--- config.mk ---
export PLATFORM = sky130hd
export DESIGN_NAME = dram_refresh_timer
export DESIGN_NICKNAME = d
export VERILOG_FILES = /design/src/rtl/rfsh_pkg.sv /design/src/rtl/rfsh_timer.sv /design/src/rtl/rfsh_ctrl_reg.sv /design/src/rtl/rfsh_cbr_seq.sv /design/src/rtl/dram_refresh_timer.sv
export SDC_FILE = /design/constraint.sdc
export NUM_CORES = 1
export LEC_CHECK = 0
export ABC_CLOCK_PERIOD_IN_PS = 2800
export BUFFER_PORTS_ARGS = -buffer_cell sky130_fd_sc_hd__buf_2
export CAP_MARGIN = 15
export CORE_MARGIN = 4
export CORE_UTILIZATION = 35
export DETAILED_ROUTE_END_ITERATION = 10
export SYNTH_ARGS = -nofsm -noshare
export SYNTH_HDL_FRONTEND = slang
export SYNTH_HIERARCHICAL = 1
export SYNTH_SLANG_ARGS = --single-unit
--- constraint.sdc ---
create_clock -name clk -period 2.8 [get_ports clk]
set_input_delay 0.56 -clock clk [delete_from_list [all_inputs] [get_ports clk]]
set_output_delay 0.56 -clock clk [all_outputs]
set_load 0.01 [all_outputs]
--- src/rtl/rfsh_pkg.sv ---
// Shared types and register addresses for the refresh timer.
// Assumes a 2-bit register select and a 2-bit CAS-to-RAS wait field.
package rfsh_pkg;
    localparam int RCW_W = 2;

    localparam logic [1:0] SEL_CTRL = 2'd0;
    localparam logic [1:0] SEL_CNT  = 2'd1;
    localparam logic [1:0] SEL_CST  = 2'd2;

    typedef enum logic [1:0] {
        ST_IDLE = 2'd0,
        ST_CAS  = 2'd1,
        ST_WAIT = 2'd2,
        ST_RAS  = 2'd3
    } cbr_state_t;
endpackage

--- src/rtl/rfsh_timer.sv ---
// Refresh counter and constant register with equality compare.
// The counter counts every clock and restarts at zero after a match.
// A software write to the counter overrides counting and restart.
// Assumes at most one of cnt_wr / cst_wr is high in a cycle.
module rfsh_timer #(
    parameter int CNT_W = 16
) (
    input  logic             clk,
    input  logic             rst_n,
    input  logic             cnt_wr,
    input  logic             cst_wr,
    input  logic [CNT_W-1:0] wdata,
    output logic [CNT_W-1:0] cnt_o,
    output logic [CNT_W-1:0] cst_o,
    output logic             hit_o
);
    logic [CNT_W-1:0] cnt_q;
    logic [CNT_W-1:0] cst_q;

    // Compare of current counter against constant.
    always_comb hit_o = (cnt_q == cst_q);

    // Counter: write, restart on match, else increment.
    always_ff @(posedge clk) begin
        if (!rst_n)      cnt_q <= '0;
        else if (cnt_wr) cnt_q <= wdata;
        else if (hit_o)  cnt_q <= '0;
        else             cnt_q <= cnt_q + 1'b1;
    end

    // Constant register, resets to all ones so no early match.
    always_ff @(posedge clk) begin
        if (!rst_n)      cst_q <= '1;
        else if (cst_wr) cst_q <= wdata;
    end

    assign cnt_o = cnt_q;
    assign cst_o = cst_q;
endmodule

--- src/rtl/rfsh_ctrl_reg.sv ---
// Control register: compare-match flag with read-arm clear handshake,
// interrupt enable locked to zero in refresh mode, and wait field.
// Assumes hit and done are single-cycle qualified events.
module rfsh_ctrl_reg
    import rfsh_pkg::*;
(
    input  logic             clk,
    input  logic             rst_n,
    input  logic             hit,
    input  logic             done,
    input  logic             rfsh_en,
    input  logic             ctl_wr,
    input  logic             ctl_rd,
    input  logic             wd_flag,
    input  logic             wd_ie,
    input  logic [RCW_W-1:0] wd_rcw,
    output logic             flag_o,
    output logic             ie_o,
    output logic [RCW_W-1:0] rcw_o,
    output logic             arm_o
);
    logic             flag_q;
    logic             arm_q;
    logic             ie_q;
    logic [RCW_W-1:0] rcw_q;
    logic             sw_clr;

    // Software clear is legal only when armed and refresh is off.
    always_comb sw_clr = ctl_wr && !wd_flag && arm_q && !rfsh_en;

    // Flag and arm: set wins, then hardware clear, then software clear, then arm.
    always_ff @(posedge clk) begin
        if (!rst_n) begin
            flag_q <= 1'b0;
            arm_q  <= 1'b0;
        end else if (hit) begin
            flag_q <= 1'b1;
            arm_q  <= 1'b0;
        end else if (done || sw_clr) begin
            flag_q <= 1'b0;
            arm_q  <= 1'b0;
        end else if (ctl_rd && flag_q) begin
            arm_q  <= 1'b1;
        end
    end

    // Interrupt enable, forced to zero while refresh is active.
    always_ff @(posedge clk) begin
        if (!rst_n)      ie_q <= 1'b0;
        else if (rfsh_en) ie_q <= 1'b0;
        else if (ctl_wr)  ie_q <= wd_ie;
    end

    // CAS-to-RAS wait field.
    always_ff @(posedge clk) begin
        if (!rst_n)     rcw_q <= '0;
        else if (ctl_wr) rcw_q <= wd_rcw;
    end

    assign flag_o = flag_q;
    assign ie_o   = ie_q && !rfsh_en;
    assign rcw_o  = rcw_q;
    assign arm_o  = arm_q;
endmodule

--- src/rtl/rfsh_cbr_seq.sv ---
// CAS-before-RAS refresh sequencer. One CAS cycle, rcw wait cycles,
// one RAS cycle (with done), then idle or straight into a held request.
// Assumes req is a one-cycle pulse; holds at most one extra request.
module rfsh_cbr_seq
    import rfsh_pkg::*;
(
    input  logic             clk,
    input  logic             rst_n,
    input  logic             req,
    input  logic [RCW_W-1:0] rcw,
    output logic             cas_o,
    output logic             ras_o,
    output logic             done_o
);
    cbr_state_t       st_q, st_d;
    logic [RCW_W-1:0] wcnt_q, wcnt_d;
    logic             pend_q, pend_d;

    // Next-state and wait counter logic.
    always_comb begin
        st_d   = st_q;
        wcnt_d = wcnt_q;
        pend_d = pend_q;
        case (st_q)
            ST_IDLE: begin
                if (req) begin
                    st_d   = ST_CAS;
                    wcnt_d = rcw;
                end
            end
            ST_CAS, ST_WAIT: begin
                if (req) pend_d = 1'b1;
                if (wcnt_q == '0) begin
                    st_d = ST_RAS;
                end else begin
                    st_d   = ST_WAIT;
                    wcnt_d = wcnt_q - 1'b1;
                end
            end
            ST_RAS: begin
                if (pend_q || req) begin
                    st_d   = ST_CAS;
                    wcnt_d = rcw;
                    pend_d = pend_q && req;
                end else begin
                    st_d = ST_IDLE;
                end
            end
            default: st_d = ST_IDLE;
        endcase
    end

    // State registers.
    always_ff @(posedge clk) begin
        if (!rst_n) begin
            st_q   <= ST_IDLE;
            wcnt_q <= '0;
            pend_q <= 1'b0;
        end else begin
            st_q   <= st_d;
            wcnt_q <= wcnt_d;
            pend_q <= pend_d;
        end
    end

    assign cas_o  = (st_q != ST_IDLE);
    assign ras_o  = (st_q == ST_RAS);
    assign done_o = (st_q == ST_RAS);
endmodule

--- src/rtl/dram_refresh_timer.sv ---
// Top: refresh timer, control register and CBR sequencer with a
// three-address register port. Read data is combinational on reg_sel_i.
// Assumes CNT_W <= DATA_W and DATA_W >= RCW_W + 2.
module dram_refresh_timer
    import rfsh_pkg::*;
#(
    parameter int DATA_W = 16,
    parameter int CNT_W  = 16
) (
    input  logic              clk,
    input  logic              rst_n,
    input  logic              rfsh_en_i,
    input  logic              reg_wr_i,
    input  logic              reg_rd_i,
    input  logic [1:0]        reg_sel_i,
    input  logic [DATA_W-1:0] reg_wdata_i,
    output logic [DATA_W-1:0] reg_rdata_o,
    output logic              cas_o,
    output logic              ras_o,
    output logic              rfsh_done_o,
    output logic              irq_o
);
    localparam int FLAG_BIT = DATA_W - 1;
    localparam int IE_BIT   = DATA_W - 2;
    localparam int RCW_HI   = DATA_W - 3;
    localparam int RCW_LO   = DATA_W - 2 - RCW_W;

    logic              cnt_wr, cst_wr, ctl_wr, ctl_rd;
    logic [CNT_W-1:0]  cnt_q, cst_q;
    logic [DATA_W-1:0] cnt_ext, cst_ext, ctl_word;
    logic              cmp_hit, flag_q, arm_q, ie_eff, seq_done;
    logic [RCW_W-1:0]  rcw_q;

    // Register port decode.
    always_comb begin
        cnt_wr = reg_wr_i && (reg_sel_i == SEL_CNT);
        cst_wr = reg_wr_i && (reg_sel_i == SEL_CST);
        ctl_wr = reg_wr_i && (reg_sel_i == SEL_CTRL);
        ctl_rd = reg_rd_i && (reg_sel_i == SEL_CTRL);
    end

    rfsh_timer #(.CNT_W(CNT_W)) u_timer (
        .clk   (clk),
        .rst_n (rst_n),
        .cnt_wr(cnt_wr),
        .cst_wr(cst_wr),
        .wdata (reg_wdata_i[CNT_W-1:0]),
        .cnt_o (cnt_q),
        .cst_o (cst_q),
        .hit_o (cmp_hit)
    );

    rfsh_ctrl_reg u_ctrl (
        .clk    (clk),
        .rst_n  (rst_n),
        .hit    (cmp_hit),
        .done   (seq_done),
        .rfsh_en(rfsh_en_i),
        .ctl_wr (ctl_wr),
        .ctl_rd (ctl_rd),
        .wd_flag(reg_wdata_i[FLAG_BIT]),
        .wd_ie  (reg_wdata_i[IE_BIT]),
        .wd_rcw (reg_wdata_i[RCW_HI:RCW_LO]),
        .flag_o (flag_q),
        .ie_o   (ie_eff),
        .rcw_o  (rcw_q),
        .arm_o  (arm_q)
    );

    rfsh_cbr_seq u_seq (
        .clk   (clk),
        .rst_n (rst_n),
        .req   (cmp_hit && rfsh_en_i),
        .rcw   (rcw_q),
        .cas_o (cas_o),
        .ras_o (ras_o),
        .done_o(seq_done)
    );

    // Zero-extend counter and constant to the data width.
    generate
        if (CNT_W < DATA_W) begin : g_pad
            assign cnt_ext = {{(DATA_W - CNT_W){1'b0}}, cnt_q};
            assign cst_ext = {{(DATA_W - CNT_W){1'b0}}, cst_q};
        end else begin : g_full
            assign cnt_ext = cnt_q;
            assign cst_ext = cst_q;
        end
    endgenerate

    // Assemble control word.
    always_comb begin
        ctl_word                 = '0;
        ctl_word[FLAG_BIT]       = flag_q;
        ctl_word[IE_BIT]         = ie_eff;
        ctl_word[RCW_HI:RCW_LO]  = rcw_q;
    end

    // Read mux.
    always_comb begin
        case (reg_sel_i)
            SEL_CTRL: reg_rdata_o = ctl_word;
            SEL_CNT:  reg_rdata_o = cnt_ext;
            SEL_CST:  reg_rdata_o = cst_ext;
            default:  reg_rdata_o = '0;
        endcase
    end

    assign rfsh_done_o = seq_done;
    assign irq_o       = flag_q && ie_eff;
endmodule

; Word-level counts from Yosys, hierarchy flattened
; Cells that the tools add are included.
; W data, S select, Z words.
[classes]
eq_ne = 10
muxes = 16
n_reduce_logical = 27
n_addsub = 2
bitwise = 1
[ops]
columns = op, n
row1 = $pmux W16 S3, 1
row2 = $mux W16, 2
row3 = $add A16 B1 Y16 const B, 1
row4 = $eq A16 B16 Y1, 1
row5 = $logic_and A1 B1 Y1, 12
row6 = $pmux W2 S3, 2
row7 = $mux W2, 4
row8 = $eq A2 B2 Y1 const B, 3
row9 = $logic_not A2 Y1, 3
row10 = $mux W1, 6
row11 = $ne A2 B1 Y1 const B, 3
row12 = $reduce_and A3 Y1, 2
row13 = $reduce_bool A2 Y1, 3
row14 = $eq A2 B1 Y1 const B, 2
row15 = $reduce_or A2 Y1, 2
row16 = $reduce_or A3 Y1, 1
row17 = $logic_not A1 Y1, 2
row18 = $logic_or A1 B1 Y1, 2
row19 = $ne A2 B2 Y1 const B, 1
row20 = $pmux W1 S2, 1
row21 = $sub A2 B1 Y2 const B, 1
row22 = $not A1 Y1, 1
[word_totals]
output_inout_bits = 20
register_bits = 42

; Depth between registers and ports, before layout
[depth]
ltp_word = 8
mapped_depth = 8
mapped_depth_nobuf = 7

; By module
; The synthesis kept the hierarchy.
[modules_own_cells]
columns = mod, area_each_um2, n_inst, seq_area_each_um2, cells_each
row1 = rfsh_timer, 1637.8, 1, 640.6, 175
row2 = rfsh_cbr_seq, 345.3, 1, 100.1, 39
row3 = dram_refresh_timer, 297.8, 1, 0.0, 33
row4 = rfsh_ctrl_reg, 211.5, 1, 100.1, 19

; Least setup slack after synthesis
; No wires, ideal clock.
[synth_path]
path_type = input to register
from = input reg_sel_i[1]
to = register u_timer.cst_q[10] (netlist: u_timer/cst_o[10])
path_stages = 8
setup_time_ps = 129
t_required_ps = 2671
setup_slack_ps = 632
arrival_ps = 2039
cell_sequence = buf_6 > nor2b_2 > buf_4 > and2_1 > clkbuf_1 > buf_2 > mux2i_1 > nand2_1
[synth_between]
elab_chain_cells = 2
[synth_rtl]
columns = element, line_no
row1 = start: declaration, dram_refresh_timer.sv:15  ; input logic [1:0] reg_sel_i,
row2 = $eq A2 B2 Y1, dram_refresh_timer.sv:37  ; cst_wr = reg_wr_i && (reg_sel_i == SEL_CST);
row3 = $logic_and A1 B1 Y1, dram_refresh_timer.sv:37
row4 = named net cst_wr, dram_refresh_timer.sv:28  ; logic cnt_wr, cst_wr, ctl_wr, ctl_rd;
row5 = end signal: assignment, rfsh_timer.sv:34  ; else if (cst_wr) cst_q <= wdata;
row6 = end: declaration, rfsh_timer.sv:18  ; logic [CNT_W-1:0] cst_q;
; The timed path passes the listed nets, and every way through them passes these cells.
; A chain may end at the register's enable or synchronous reset.

; Worst setup path after layout
[layout_path]
from = input reg_sel_i[0]
to = output reg_rdata_o[10]
[layout_between]
elab_chain_cells = 2
word_cells_on_any_way = 4
[layout_rtl]
columns = element, line_no
row1 = "$eq A2 B2 Y1, or another cell as far along", dram_refresh_timer.sv:101  ; case (reg_sel_i)
row2 = $pmux W16 S3 *, dram_refresh_timer.sv:101
row3 = end: declaration, dram_refresh_timer.sv:17  ; output logic [DATA_W-1:0] reg_rdata_o,
; Mark *: on every way between the ends. The rest lies on a longest branch, timed or not.

==> results.md <==
- Gpl congestion: between 0.7 and 0.8
- Avg Inst Size Synth: 9.370 um2
- Worst VDD drop: 0.1862 mV
- Netlist cell types: 46
- Area Growth Syn to Fin: 13.65%
- Die W: 92.39 um
- Post-CTS setup repair buffer count: 0
- Antenna Violating Nets Remaining: 0
- Vias in the first global route: ~2000
- Antenna Cells: 0
- Final setup fails: 0
- Worst path most repeated cell: buf_2
- Post-route clock skew: 0.006564 ns
- Largest net degree at the start of global routing: 22
- Leak pwr: 0.001093 uW
- Fin util: 41.24%
- Filler Cells Inserted: roughly 710
- Top FF cell, synth: dfxtp_1
- Via count: a little over 2000
- CTS tree: built
- Final wirelength: slightly below 6000 um
- Synth warnings: 6
- Final period util: approximately 76%
- Synth Register Bits: 42
- Core area: just under 7000 um2
- Nets: around 340
- Global-route wire length before repair: around 9900 um
- Hold Crit Class: input port to flop
- Pint: 945.5 uW
- Setup TNS: 0 ns
- # resized after CTS: 0
- Min Tclk post-route: 2.122 ns
- Worst rel slew slack: 64.43%
- Worst Setup Path Type: input port to output pin
- Sequential area share after synthesis: 33.73%
- # clock sinks: 42
- Total clock buffers created by CTS: 5
- Total Routing Usage GR: approximately 14%
- Comb pwr share: 21.8%
- Die height: roughly 92 um
- TritonRoute pass-1 iters: 4
- Overflow after GRT: 0
- Worst EP arrival: about 1.6 ns
- Placed cells: 396
- Post-route insts no fill: 403
- Iteration-0 DRC Markers: 91
- CP max FO: 16
- Post-layout instance area: 2833 um2
- Final Hold Viols: 0
- Sequential share of power: 50.1%
- F_max: 471.3 MHz
- Largest stage delay on the critical path: 0.43 ns
- Placed Area: about 2800 um2
- EDFF count, synth: 0
- DP Wirelength: 4394 um
- CP Capture Type: output pin
- CP Buf/Inv Count: 2
- Root buffer cell: clkbuf_8
- Final Max Slew Viols: 0
- Worst EP required: approximately 2.2 ns
- I/O pins: 43
- Initial antenna violation count: 0
- Synthesized Nets: 295
- H-tree depth: 2
- I/O Buffers: 42
- CP top delay family: simple AND/OR/NAND/NOR gates
- Slowest-stage cell, CP: nor2b_4
- Slew @ Worst Pin: between 0.5 and 0.6 ns
- Clk pwr share: 28.0%
- Syn Inst Count: 266
- Hold buffers post-CTS: 0
- Post-synth ARST share: 0%
- RSZ-0062 raised after global routing: false
- Avg WL per Cell: between 10 and 15 um
- Initial Util: 36.28%
- Worst-Skew Late Latency: 0.29 ns
- Final routed DRC violation total: 0
- Vias/cell: approximately 5.0
- Die Area: 8535 um2
- Startpoint Class: input port
- Outcome: finished clean
- Critical path cell sequence: buf_2 -> nor2b_4 -> a22o_1 -> buf_2
- Reg clk slew, reported paths: around 0.08 ns
- Standard-cell rows: 30
- Max Root-Sink Buffers: 2
- PwrDens: roughly 480 nW/um2
- Share of post-route cells with drive strength above 1: 23.13%
- Total of max-cap violations: 0
- P_sw: 400.5 uW
- Synthesized area: 2492 um2
- Switching Fraction: 29.75%
==> synth_stat cells, types with 3 or more instances <==
cell       instances  area, um2
dfxtp_1           42      840.8
and3_1             3      18.77
nand2_1           29      108.9
xnor2_1           28      245.2
buf_6              6      67.56
ha_1               6      75.07
a22o_1            12      105.1
clkbuf_1           3      11.26
nand2b_1           4      25.02
nand4_1            6      37.54
o2bb2ai_1          4      35.03
nor2b_1            3      18.77
inv_1             11      41.29
mux2i_1           25      250.2
nor3b_1            3      22.52
nand3_1           13      65.06
and2_1            11      68.82
nor2_1             8      30.03
o31ai_1           14      105.1
==> routing by layer <==
layer	global-route usage, %	vias to the layer above	wire length [um]
met5	0	-	0
met3	3.087	7	305
met1	19.79	940	2922
met4	4.827	0	69
met2	22.36	50	2655
li1	-	1024	-
==> registers in the layout (all words and copies together), names as in the netlist <==
register,count
u_ctrl/arm_o,1
u_ctrl/flag_o,1
u_ctrl/ie_q,1
u_ctrl/rcw_o,2
u_seq/pend_q,1
u_seq/st_q,2
u_seq/wcnt_q,2
u_timer/cnt_o,16
u_timer/cst_o,16
==> through the flow <==
stage / worst slack [ns] / hold slack (ns) / total power (uW)
global placement: 0.6977 / 0.4704 / 977.8
finish: 0.6781 / 0.4644 / 1346
detailed placement: 0.6501 / 0.4936 / 982.2
floorplan: 0.6320 / 0.4465 / 896.8
global route: 0.5433 / 0.4622 / 1428
CTS: 0.6729 / 0.4592 / 1362
==> cell families after synthesis <==
group / synth area share (%)
AOI/OAI and AO/OA: 14.16
xor gates and xnor gates: 10.54
DFF: 33.74
and+or+nand+nor: 21.69
adders and majority gates: 3.012
buffers and inverters: 6.827
muxes: 10.04
==> final cells by class <==
cell class,count,area (um2),area share (%)
clock inverters,2,10.01,0.3534
clock buffers,5,68.82,2.429
well taps,96,120.1,4.240
multi-input cells,197,1481,52.30
flip-flops and latches,42,840.8,29.68
inverters,11,41.29,1.458
repair buffers,50,270.3,9.541
==> worst paths after layout <==
| path | depth (start not counted) | to | start | slack [ns] |
|---|---|---|---|---|
| worst max-delay path | 4 | reg_rdata_o[10] | reg_sel_i[0] | 0.68 |
| worst min-delay path | 2 | u_ctrl/ie_q | rfsh_en_i | 0.46 |
| worst max register to register | 7 | u_seq/wcnt_q[0] | u_timer/cnt_o[13] | 0.73 |
| worst min register to register | 2 | u_ctrl/flag_o | u_ctrl/flag_o | 0.51 |
==> power groups by stage <==
| stage | registers [uW] | clock network, uW | logic [uW] |
|---|---|---|---|
| 2_1_floorplan | 678 | 0 | 219 |
| 3_3_place_gp | 686 | 0 | 292 |
| 3_5_place_dp | 689 | 0 | 294 |
| 4_1_cts | 674 | 392 | 296 |
| 5_1_grt | 681 | 418 | 330 |
| 6_report | 674 | 378 | 294 |
==> cells in the final DEF, fill, tap and decap left out, types with 2 or more instances in the layout <==
cell,instances
inv_1,11
o221a_2,2
dfxtp_1,42
clkbuf_8,5
nand2_1,29
a31oi_1,2
nand3_1,13
nor3b_1,3
ha_1,6
nand2b_1,4
buf_2,42
a21oi_1,2
o31ai_1,14
and2_1,11
buf_4,8
o31ai_2,2
a22o_1,12
nor4_2,2
and3_1,3
o2bb2ai_1,4
nand4_1,6
nor2b_1,3
xor2_1,2
xnor2_1,28
mux2i_1,25
nor2_1,8
clkinv_2,2
Power figures use the tool's default switching activity.
